==> config.mk <==
export PLATFORM = sky130hd
export DESIGN_NAME = evt_counter_top
export DESIGN_NICKNAME = d
export VERILOG_FILES = /design/src/rtl/evt_cnt_pkg.sv /design/src/rtl/evt_sync_edge.sv /design/src/rtl/evt_cfg_regs.sv /design/src/rtl/evt_count_core.sv /design/src/rtl/evt_counter_top.sv
export SDC_FILE = /design/constraint.sdc
export NUM_CORES = 1
export LEC_CHECK = 0
export BUFFER_PORTS_ARGS = -buffer_cell sky130_fd_sc_hd__buf_4
export CORE_MARGIN = 2
export CORE_UTILIZATION = 50
export DETAILED_ROUTE_END_ITERATION = 8
export GPL_TIMING_DRIVEN = 0
export PLACE_DENSITY = 0.86
export SETUP_SLACK_MARGIN = 0.5
export SYNTH_ARGS = -nofsm -noshare
export SYNTH_HDL_FRONTEND = slang
export SYNTH_HIERARCHICAL = 1
export SYNTH_SLANG_ARGS = --single-unit
export TNS_END_PERCENT = 10
==> constraint.sdc <==
create_clock -name clk -period 2 [get_ports clk]
set_input_delay 0.6 -clock clk [delete_from_list [all_inputs] [get_ports clk]]
set_output_delay 0.6 -clock clk [all_outputs]
set_load 0.03 [all_outputs]
==> src/rtl/evt_cnt_pkg.sv <==
// Package: shared constants and types for the external event counter.
// Assumes: the control byte is at least 8 bits wide.
package evt_cnt_pkg;
    // Register addresses on the write port
    localparam logic ADDR_CTRL = 1'b0;
    localparam logic ADDR_CMP  = 1'b1;

    // Bit positions inside the control byte
    localparam int RUN_BIT  = 7;
    localparam int EDGE_BIT = 1;

    // Decoded control settings
    typedef struct packed {
        logic run;        // counter enabled
        logic fall_sel;   // 1: count falling transitions, 0: rising
    } ctrl_t;
endpackage

==> src/rtl/evt_sync_edge.sv <==
// Module: evt_sync_edge
// Resynchronises an asynchronous input through STAGES flops and produces
// one-cycle rise and fall strobes by comparing against the previous sample.
// Assumes: STAGES >= 2; input may change at any time relative to clk.
module evt_sync_edge #(
    parameter int STAGES = 2
) (
    input  logic clk,
    input  logic rst_n,
    input  logic async_in,
    output logic rise,
    output logic fall
);
    logic [STAGES-1:0] stage_q;
    logic              prev_q;

    // First flop samples the pin directly
    always_ff @(posedge clk) begin
        if (!rst_n) stage_q[0] <= 1'b0;
        else        stage_q[0] <= async_in;
    end

    // Remaining synchroniser flops
    genvar gi;
    generate
        for (gi = 1; gi < STAGES; gi++) begin : g_stage
            always_ff @(posedge clk) begin
                if (!rst_n) stage_q[gi] <= 1'b0;
                else        stage_q[gi] <= stage_q[gi-1];
            end
        end
    endgenerate

    // Previous synchronised level for edge detection
    always_ff @(posedge clk) begin
        if (!rst_n) prev_q <= 1'b0;
        else        prev_q <= stage_q[STAGES-1];
    end

    // Edge strobes from current and previous levels
    always_comb begin
        rise = stage_q[STAGES-1] & ~prev_q;
        fall = ~stage_q[STAGES-1] & prev_q;
    end


    rise_single_chk: assert property (@(posedge clk) disable iff (!rst_n)
        rise |=> !rise);

    fall_single_chk: assert property (@(posedge clk) disable iff (!rst_n)
        fall |=> !fall);
endmodule

==> src/rtl/evt_cfg_regs.sv <==
// Module: evt_cfg_regs
// Holds the control byte fields and the compare limit written over a
// simple address/data strobe port.
// Assumes: writes are single-cycle strobes; only two addresses exist.
module evt_cfg_regs
    import evt_cnt_pkg::*;
#(
    parameter int DATA_W = 8
) (
    input  logic              clk,
    input  logic              rst_n,
    input  logic              wr_en,
    input  logic              wr_addr,
    input  logic [DATA_W-1:0] wr_data,
    output ctrl_t             ctrl,
    output logic [DATA_W-1:0] cmp_val
);
    // Control fields capture on a control-address write
    always_ff @(posedge clk) begin
        if (!rst_n) begin
            ctrl <= '0;
        end else if (wr_en && wr_addr == ADDR_CTRL) begin
            ctrl.run      <= wr_data[RUN_BIT];
            ctrl.fall_sel <= wr_data[EDGE_BIT];
        end
    end

    // Compare limit captures on a compare-address write
    always_ff @(posedge clk) begin
        if (!rst_n)                             cmp_val <= '0;
        else if (wr_en && wr_addr == ADDR_CMP)  cmp_val <= wr_data;
    end


    cfg_reset_chk: assert property (@(posedge clk)
        !rst_n |=> (ctrl == '0 && cmp_val == '0));
endmodule

==> src/rtl/evt_count_core.sv <==
// Module: evt_count_core
// Counts qualified events, clears on compare match and raises a one-cycle
// interrupt in the same clock as the clear. Held at zero while stopped.
// Assumes: evt is a single-cycle strobe already qualified by edge select.
module evt_count_core #(
    parameter int CNT_W = 8
) (
    input  logic             clk,
    input  logic             rst_n,
    input  logic             run,
    input  logic             evt,
    input  logic [CNT_W-1:0] cmp_val,
    output logic [CNT_W-1:0] count_q,
    output logic             irq
);
    localparam logic [CNT_W-1:0] ONE = {{(CNT_W-1){1'b0}}, 1'b1};

    logic hit;

    // Match against the live compare limit
    always_comb hit = (count_q == cmp_val);

    // Count register with hold-at-zero, increment and match clear
    always_ff @(posedge clk) begin
        if (!rst_n)          count_q <= '0;
        else if (!run)       count_q <= '0;
        else if (evt && hit) count_q <= '0;
        else if (evt)        count_q <= count_q + ONE;
    end

    // Interrupt pulse registered alongside the clear
    always_ff @(posedge clk) begin
        if (!rst_n) irq <= 1'b0;
        else        irq <= run & evt & hit;
    end


    stop_hold_chk: assert property (@(posedge clk) disable iff (!rst_n)
        !run |=> (count_q == '0 && !irq));

    irq_zero_chk: assert property (@(posedge clk) disable iff (!rst_n)
        irq |-> count_q == '0);

    irq_pulse_chk: assert property (@(posedge clk) disable iff (!rst_n)
        irq |=> !irq);

    idle_stable_chk: assert property (@(posedge clk) disable iff (!rst_n)
        (run && !evt) |=> (run && $stable(count_q)) || !run);

    step_chk: assert property (@(posedge clk) disable iff (!rst_n)
        (run && evt && !hit) |=> count_q == $past(count_q) + ONE);
endmodule

==> src/rtl/evt_counter_top.sv <==
// Module: evt_counter_top
// External event counter: synchronised pin, selectable counted edge,
// compare-match clear with interrupt.
// Assumes: edge select and limit are set before run; limit may change live.
module evt_counter_top
    import evt_cnt_pkg::*;
#(
    parameter int CNT_W       = 8,
    parameter int SYNC_STAGES = 2
) (
    input  logic             clk,
    input  logic             rst_n,
    input  logic             wr_en,
    input  logic             wr_addr,
    input  logic [CNT_W-1:0] wr_data,
    input  logic             ext_evt,
    output logic [CNT_W-1:0] count_q,
    output logic             irq
);
    ctrl_t            ctrl;
    logic [CNT_W-1:0] cmp_val;
    logic             rise;
    logic             fall;
    logic             evt;

    evt_cfg_regs #(.DATA_W(CNT_W)) u_cfg (
        .clk     (clk),
        .rst_n   (rst_n),
        .wr_en   (wr_en),
        .wr_addr (wr_addr),
        .wr_data (wr_data),
        .ctrl    (ctrl),
        .cmp_val (cmp_val)
    );

    evt_sync_edge #(.STAGES(SYNC_STAGES)) u_sync (
        .clk      (clk),
        .rst_n    (rst_n),
        .async_in (ext_evt),
        .rise     (rise),
        .fall     (fall)
    );

    // Pick the counted edge from the control setting
    always_comb evt = ctrl.fall_sel ? fall : rise;

    evt_count_core #(.CNT_W(CNT_W)) u_core (
        .clk     (clk),
        .rst_n   (rst_n),
        .run     (ctrl.run),
        .evt     (evt),
        .cmp_val (cmp_val),
        .count_q (count_q),
        .irq     (irq)
    );


    edge_sel_chk: assert property (@(posedge clk) disable iff (!rst_n)
        (ctrl.run && ctrl.fall_sel && rise && count_q != cmp_val)
            |=> $stable(count_q) || !ctrl.run);
endmodule

Word-level counts from Yosys, hierarchy flattened
Cells that the tools add are included.
Word-level totals
  bits in registers: 22
  bits in latches: 0
  memory bits (writable): 0
  memory bits (read-only): 0
  input port bits: 13
  output and inout bits: 9
  word-level logic and storage cells: 24
  memories: 0
Cells by class
  add/sub/neg operators: 1
  $mul: 0
  divide/modulo/power cells: 0
  order comparisons: 0
  equal/unequal tests: 1
  shifts and indexed selects: 0
  multiplexer cells: 1
  bitwise logic cells: 9
  reductions and logical operators: 4
Operator list (number)
  8-bit by 1-bit adder with 8-bit output, second input constant: 1
  8-bit == test: 1
  1-bit NOT: 5
  1-bit bitwise AND: 4
  1-bit logical AND: 3
  3-bit OR reduction: 1
  1-bit 2-to-1 mux: 1

Depth between registers and ports, before layout
Gate-level depths: netlist (run 1).
  depth in word-level cells: 5
  mapped depth: 7
  depth with buffers taken out: 6

By module
Netlist (run 1), hierarchy kept.
Modules (own cells, without submodules)
  evt_count_core: instances 1, cells each 50, area each 494.2 µm², sequential area each 180.2 µm²
  evt_cfg_regs: instances 1, cells each 43, area each 385.4 µm², sequential area each 200.2 µm²
  evt_sync_edge: instances 1, cells each 8, area each 91.3 µm², sequential area each 60.1 µm²
  evt_counter_top: instances 1, cells each 1, area each 15.0 µm², sequential area each 0.0 µm²

Least setup slack after synthesis (run 1)
OpenSTA, ideal clock, no wires.
  kind: flip-flop to flip-flop
  start: register u_core.count_q[3]
  end: register u_core.count_q[0]
  library setup time: 130 ps
  data arrival time: 1351 ps
  required time: 1870 ps
  setup slack: 519 ps
  cell stages (with the launch flop): 5
  buffers on the path: 0
  period minus slack after synthesis: 1481 ps
  cell sequence: dfxtp_1 xnor2_1 nand4_2 o311ai_4 nor2_1
On the way
  cells in the longest elaborated chain, start to end: 3
Ends and longest elaborated chain
  start: declaration: line evt_count_core.sv:13  | output logic [CNT_W-1:0] count_q,
  start signal: assignment: line evt_count_core.sv:28  | else if (evt) count_q <= count_q + ONE;
  8-bit == test: line evt_count_core.sv:21  | always_comb hit = (count_q == cmp_val);
  1-bit logical AND: line evt_count_core.sv:27  | else if (evt && hit) count_q <= '0;
  3-bit OR reduction (no line)
No other way between the ends.
A chain may end at the register's enable or synchronous reset.

Worst setup path in the final report (run 1)
  start: register u_core.count_q[1]
  end: output port count_q[1]
RTL lines
  end: declaration: line evt_counter_top.sv:17  | output logic [CNT_W-1:0] count_q,
No word-level cell between the ends.

==> reports/metrics.yaml, run 1 <==
synth_top_family_by_area: "simple AND/OR/NAND/NOR gates"
synth.top_cell.area_share_pct: 44.7
p_comb_share_pct: 10.4
crit_family: "flip-flops"
synthTopCellsByArea: "dfxtp_1, xnor2_1, nand2_1"
wl_met1_um: 790
num_io_pins: 22
drive_gt1_share_pct: 39.1
tightestPinTransition_ns: 0.395
synth_edf_count: 0
power_frac_seq_pct: 59.1
p_sw_mw: 0.175
grt_pass1_wl_um: 3150
synthArstFlopShare_pct: 0
synthCells: 102
critPathArrivalTime_ns: 0.93
num_rows: 16
num_antenna_cells: 0
p_per_area_mw_per_mm2: 622
post-route-period-util_pct: 76.7
fin_nets: 143
multi_input_area_um2: 541
drv_slew: 0
syn-cell-area_um2: 986
power.leakage_nw: 0.467
hold_viol: 0
io_buffers: 21
grt_overflow: 0
yosysWarnings: 6
cts_tree: "built"
grtUsageTotal_pct: 17.3
setup.worst_path.end_class: "primary output"
clock_path_buffers: 2
ys_types: 22
initial_core_util_pct: 51.8
crit_fanout: 5
p_int_mw: 0.605
syn_avg_cell_area_um2: 9.67
wirelength_um: 1860
cts-buffers-inserted: 3
holdWs_ns: 0.449
drc: 0
die_area_mm2: 0.00234
top_layer: "met4"
cp_slowest_cell: "dfxtp_1"
cp_cell_sequence: "buf_4"
worstPathRequired_ns: 1.40
via_per_inst: 5.05
antenna_found_initial: 0
crit_path_max_incr_delay_ns: 0.44
coreArea_mm2: 0.00190
synth_compound_area_share_pct: 5.71
fp.dieH_um: 48.4
synth_fa_ha_area_share_pct: 1.27
peakVddDrop_mv: 0.467
slew_headroom_pct: 73.6
path_buf_inv: 1
ys_dominant_reg_cell: "dfxtp_1"
cts_max_level: 1
path_class: "flop to primary output"
worst_setup_path_start_kind: "flop"
final_common_cell: "buf_4"
nFillCells: 160
synth_xor_area_share_pct: 14.8
die_w_um: 48.4
place.gp.congestion: 0.802
synth-seq-cells: 22
fin_skew_ns: 0.00326
wl_per_cell_um: 12.0
cts.sinks: 22
max-cap-violations: 0
clkLatencyLatePin_ns: 0.30
setup_viol: 0
netSwitchingFraction_pct: 22.4
postRouteAntennaNets: 0
hold_path_class: "flop to flop"
synth.net_count: 116
outcome: "complete, no violations"
synthSimpleGateAreaFrac_pct: 24.6
hpwl_um: 1520
clk_pin_slew_ns: 0.11
clock-root-buffer: "clkbuf_4"
firstDrtPassIters: 4
period_needed_ns: 1.53
synthToLayoutAreaGrowth_pct: 27.0
setup_tns_ns: 0
wl_met2_um: 915
pwr-share-clk_pct: 30.5
synth_mux_area_share_pct: 6.60
layout_common_cells: "buf_4, nand2_1, dfxtp_1"
rsz0062_at_grt: "true"
ys_seq_area_share_pct: 44.7
drt-initial-drc-count: 7
wl_met3_um: 93
grt_pass1_vias: 747
vias: 782
seqCellArea_um2: 452
fmax_mhz: 652
synth_top_area_cell: "dfxtp_1"
grt_max_degree: 13
## routing by layer
metal / global-route usage, % / vias to the layer above
li1: - / 395
met2: 30.1 / 21
met1: 19.4 / 360
met4: 11.9 / 0
met5: 0 / -
met3: 2.47 / 6
## final timing paths
check | startpoint | endpoint | slack [ns] | cells past startpoint
min | u_sync/stage_q[0] | u_sync/stage_q[1] | 0.45 | 1
max reg2reg | u_sync/stage_q[1] | u_core/count_q[3] | 0.50 | 7
max | u_core/count_q[1] | count_q[1] | 0.47 | 1
min reg2reg | u_sync/stage_q[0] | u_sync/stage_q[1] | 0.45 | 1
## per-stage QoR
stage / power [mW] / utilization [%] / worst slack (ns) / area [µm²] / cells
6_report: 0.780 / 65.9 / 0.467 / 1250 / 155
5_1_grt: 0.810 / 65.9 / 0.427 / 1250 / 155
4_1_cts: 0.785 / 64.3 / 0.428 / 1220 / 154
3_5_place_dp: 0.551 / 61.9 / 0.399 / 1180 / 150
3_3_place_gp: 0.547 / 61.9 / 0.483 / 1180 / 150
2_1_floorplan: 0.518 / - / 0.519 / 986 / 102
## cell type report
cell class                 count  area share (%)
multi-input combinational     76            43.2
sequential                    22            36.1
clock buffer                   4            2.90
timing repair buffer          22            13.2
tap                           27            2.70
buffer                         4            2.00
## Yosys cell counts, types with 2 or more instances
library cell  count
xnor2_1          10
o21ai_0           6
xnor2_2           2
and2_1            4
dfxtp_1          22
nor2_1           10
nand4_1           8
buf_2             2
mux2i_1           5
nor2b_1           2
nand2_1          18
xor2_1            3
## power by group through the flow
stage	combinational [mW]	sequential, mW	clock [mW]
2_1_floorplan	0.0495	0.468	0
3_3_place_gp	0.0772	0.470	0
3_5_place_dp	0.0804	0.470	0
4_1_cts	0.0807	0.460	0.244
5_1_grt	0.0896	0.462	0.259
6_report	0.0813	0.460	0.238
## kinds of logic after synthesis
family / Yosys count
xor gates and xnor gates: 15
buffers and inverters: 4
AOI/OAI and AO/OA: 7
DFF: 22
and+or+nand+nor: 47
muxes: 6
adders and majority gates: 1
## registers in the layout, indices dropped and copies added, names as in the netlist
name,cells
u_core/count_q,8
u_cfg/cmp_val,8
u_sync/stage_q,2
u_core/irq,1
u_sync/prev_q,1
u_cfg/ctrl,2
## timing repair
action	in CTS	in global routing
buffers inserted	0	1
resized for setup	5	10
endpoints found under the setup margin	16	17
hold buffers	0	0
pin swaps	1	6
Note: power is estimated with default switching activity, not from simulation.
==> run 2: changes to the inputs <==
ABC_AREA = 1   (was unset)
CORE_UTILIZATION = 48   (was 50)
PLACE_DENSITY = 0.85   (was 0.86)
clock period = 1.3 ns   (was 2 ns; I/O delays follow)
==> reports/metrics.yaml, run 2 <==
outcome: "finished, violations left"
violations: "setup timing"
clkLatencyLatePin_ns: 0.30
initial_core_util_pct: 50.0
reg_top3: "u_cfg/cmp_val (8), u_core/count_q (8)"
ys_dominant_reg_cell: "dfxtp_1"
vias: 959
cts.sinks: 22
synthToLayoutAreaGrowth_pct: 29.1
synth.net_count: 164
multi_input_area_um2: 537
netSwitchingFraction_pct: 22.2
post-route-period-util_pct: 106
cts-buffers-inserted: 3
tightestPinTransition_ns: 0.233
drv_slew: 0
fmax_mhz: 725
synth_edf_count: 0
num_antenna_cells: 0
hpwl_um: 1540
fin_nets: 193
coreArea_mm2: 0.00219
synthTopCellsByArea: "dfxtp_1, nand2_1, nor2_2"
synth_top_family_by_area: "simple AND/OR/NAND/NOR gates"
ys_top_cells_by_count: "nand2_1, dfxtp_1, inv_1"
num_rows: 17
die_w_um: 51.8
max-cap-violations: 0
p_comb_share_pct: 11.6
worst_setup_path_start_kind: "flop"
synth.most_common_cell: "nand2_1"
worstPathRequired_ns: 1.50
synth.top_cell.area_share_pct: 40.2
seqCellArea_um2: 463
cts_hold_buffers: 0
grt_pass1_vias: 934
holdWs_ns: 0.253
synthArstFlopShare_pct: 0
hold_depth: 3
synth_fa_ha_area_share_pct: 1.14
rsz0062_at_grt: "true"
period_needed_ns: 1.38
place.gp.congestion: 0.823
pwr-share-clk_pct: 37.2
nFillCells: 182
wirelength_um: 2050
p_per_area_mw_per_mm2: 980
hold_viol: 0
dp_slack_ns: -0.111
synth_mux_area_share_pct: 0
fin_area_mm2: 0.00141
clk_pin_slew_ns: 0.12
place_inst: 199
ys_types: 21
fin_skew_ns: 0.00534
p_sw_mw: 0.308
num_io_pins: 22
power.leakage_nw: 0.643
grt_overflow: 0
worst_slack_ns: -0.0802
yosysWarnings: 6
critPathArrivalTime_ns: 1.58
grt_max_degree: 14
cpMostUsedCell: "nor2_2"
ys_seq_area_share_pct: 40.2
cts_max_level: 1
slew_headroom_pct: 84.4
synth_top_area_cell: "dfxtp_1"
layout_common_cells: "nand2_1, inv_1, buf_4"
clock_path_buffers: 2
crit_fanout: 8
antenna_found_initial: 0
place_area_mm2: 0.00130
synthCells: 150
grtUsageTotal_pct: 18.8
fin_cells: 206
die_area_mm2: 0.00268
wl_per_cell_um: 9.95
io_buffers: 21
crit_path_max_incr_delay_ns: 0.37
synthSimpleGateAreaFrac_pct: 33.0
cp_cell_sequence: "inv_2 -> nor2_2 -> nand2_1 -> nand2_2 -> inv_2 -> a21oi_2 -> nand2_1 -> nor2_2 -> nand3_2 -> nand2_4 -> nor2_2"
synth-seq-cells: 22
synth_xor_area_share_pct: 5.60
drc: 0
postRouteAntennaNets: 0
hold_path_class: "input port to flop"
syn_avg_cell_area_um2: 7.30
cts_tree: "built"
drive_gt1_share_pct: 38.8
synth_compound_area_share_pct: 8.69
setup_viol: 10
drt-initial-drc-count: 12
finalPower_mw: 1.39
syn-cell-area_mm2: 0.00109
setup.worst_path.end_class: "flop"
fp.dieH_um: 51.8
path_class: "flop to flop"
p_int_mw: 1.08
final_common_cell: "nand2_1"
firstDrtPassIters: 4
grt_pass1_wl_um: 3790
via_per_inst: 4.66
peakVddDrop_mv: 0.572
reg2regPathDepth: 11
cp_slowest_cell: "dfxtp_2"
power_frac_seq_pct: 51.1
clock-root-buffer: "clkbuf_4"
## run 2: logic make-up (layout without fill, tap and decap cells)
logic type               Yosys count  in the layout
AO/OA/AOI/OAI                     19             19
XOR/XNOR                           7              7
adder cells (fa/ha/maj)            1              1
buffers and inverters             28             56
flip-flops                        22             22
AND/OR/NAND/NOR                   73             73
## run 2: critical path: cells and delay by family (launching register included)
family | cells | cell delay (ns)
and+or+nand+nor | 8 | 0.71
AOI/OAI and AO/OA | 1 | 0.10
DFF | 1 | 0.37
buffers and inverters | 2 | 0.10
## run 2: what timing repair did
item                       CTS  global route
pin swaps                    2             2
cloned                       0             0
buffers inserted             2             1
hold endpoints to repair     0             0
setup endpoints to repair   18            18
gates resized for setup     12             2
## run 2: per-stage QoR
step | utilization [%] | TNS [ns]
2_1_floorplan | - | 0
3_3_place_gp | 59.5 | -0.537
3_5_place_dp | 59.5 | -0.859
4_1_cts | 64.0 | -0.586
5_1_grt | 64.5 | -2.00
6_report | 64.5 | -0.594
## run 2: final cells by class
cell class / instances / share of cell area, %
flip-flops and latches: 22 / 32.7
inverters: 25 / 6.64
multi-input cells: 100 / 38.0
repair buffers: 24 / 14.3
plain buffers: 3 / 2.12
well taps: 28 / 2.48
clock buffers: 3 / 1.59
clock inverters: 1 / 2.12
## run 2: per-layer routing
layer  track usage [%]  up-vias  share of wire, %
li1                  -      516                 -
met1              22.3      424                45
met2              32.5       17                50
met3              1.15        2               2.9
met4              12.7        0               1.3
met5                 0        -                 0
## run 2: worst paths after layout
check / endpoint / start / slack, ns
worst max-delay path: u_core/count_q[4] / u_sync/stage_q[1] / -0.08
worst min-delay path: u_sync/stage_q[0] / ext_evt / 0.25
worst min register to register: u_sync/prev_q / u_sync/stage_q[1] / 0.46
worst max register to register: u_core/count_q[4] / u_sync/stage_q[1] / -0.08
## run 2: power groups by stage
stage | sequential [mW] | combinational (mW) | clock [mW]
floorplan | 0.728 | 0.106 | 0
global placement | 0.730 | 0.148 | 0
detailed placement | 0.732 | 0.154 | 0
CTS | 0.709 | 0.160 | 0.527
global route | 0.713 | 0.184 | 0.552
finish | 0.709 | 0.161 | 0.516
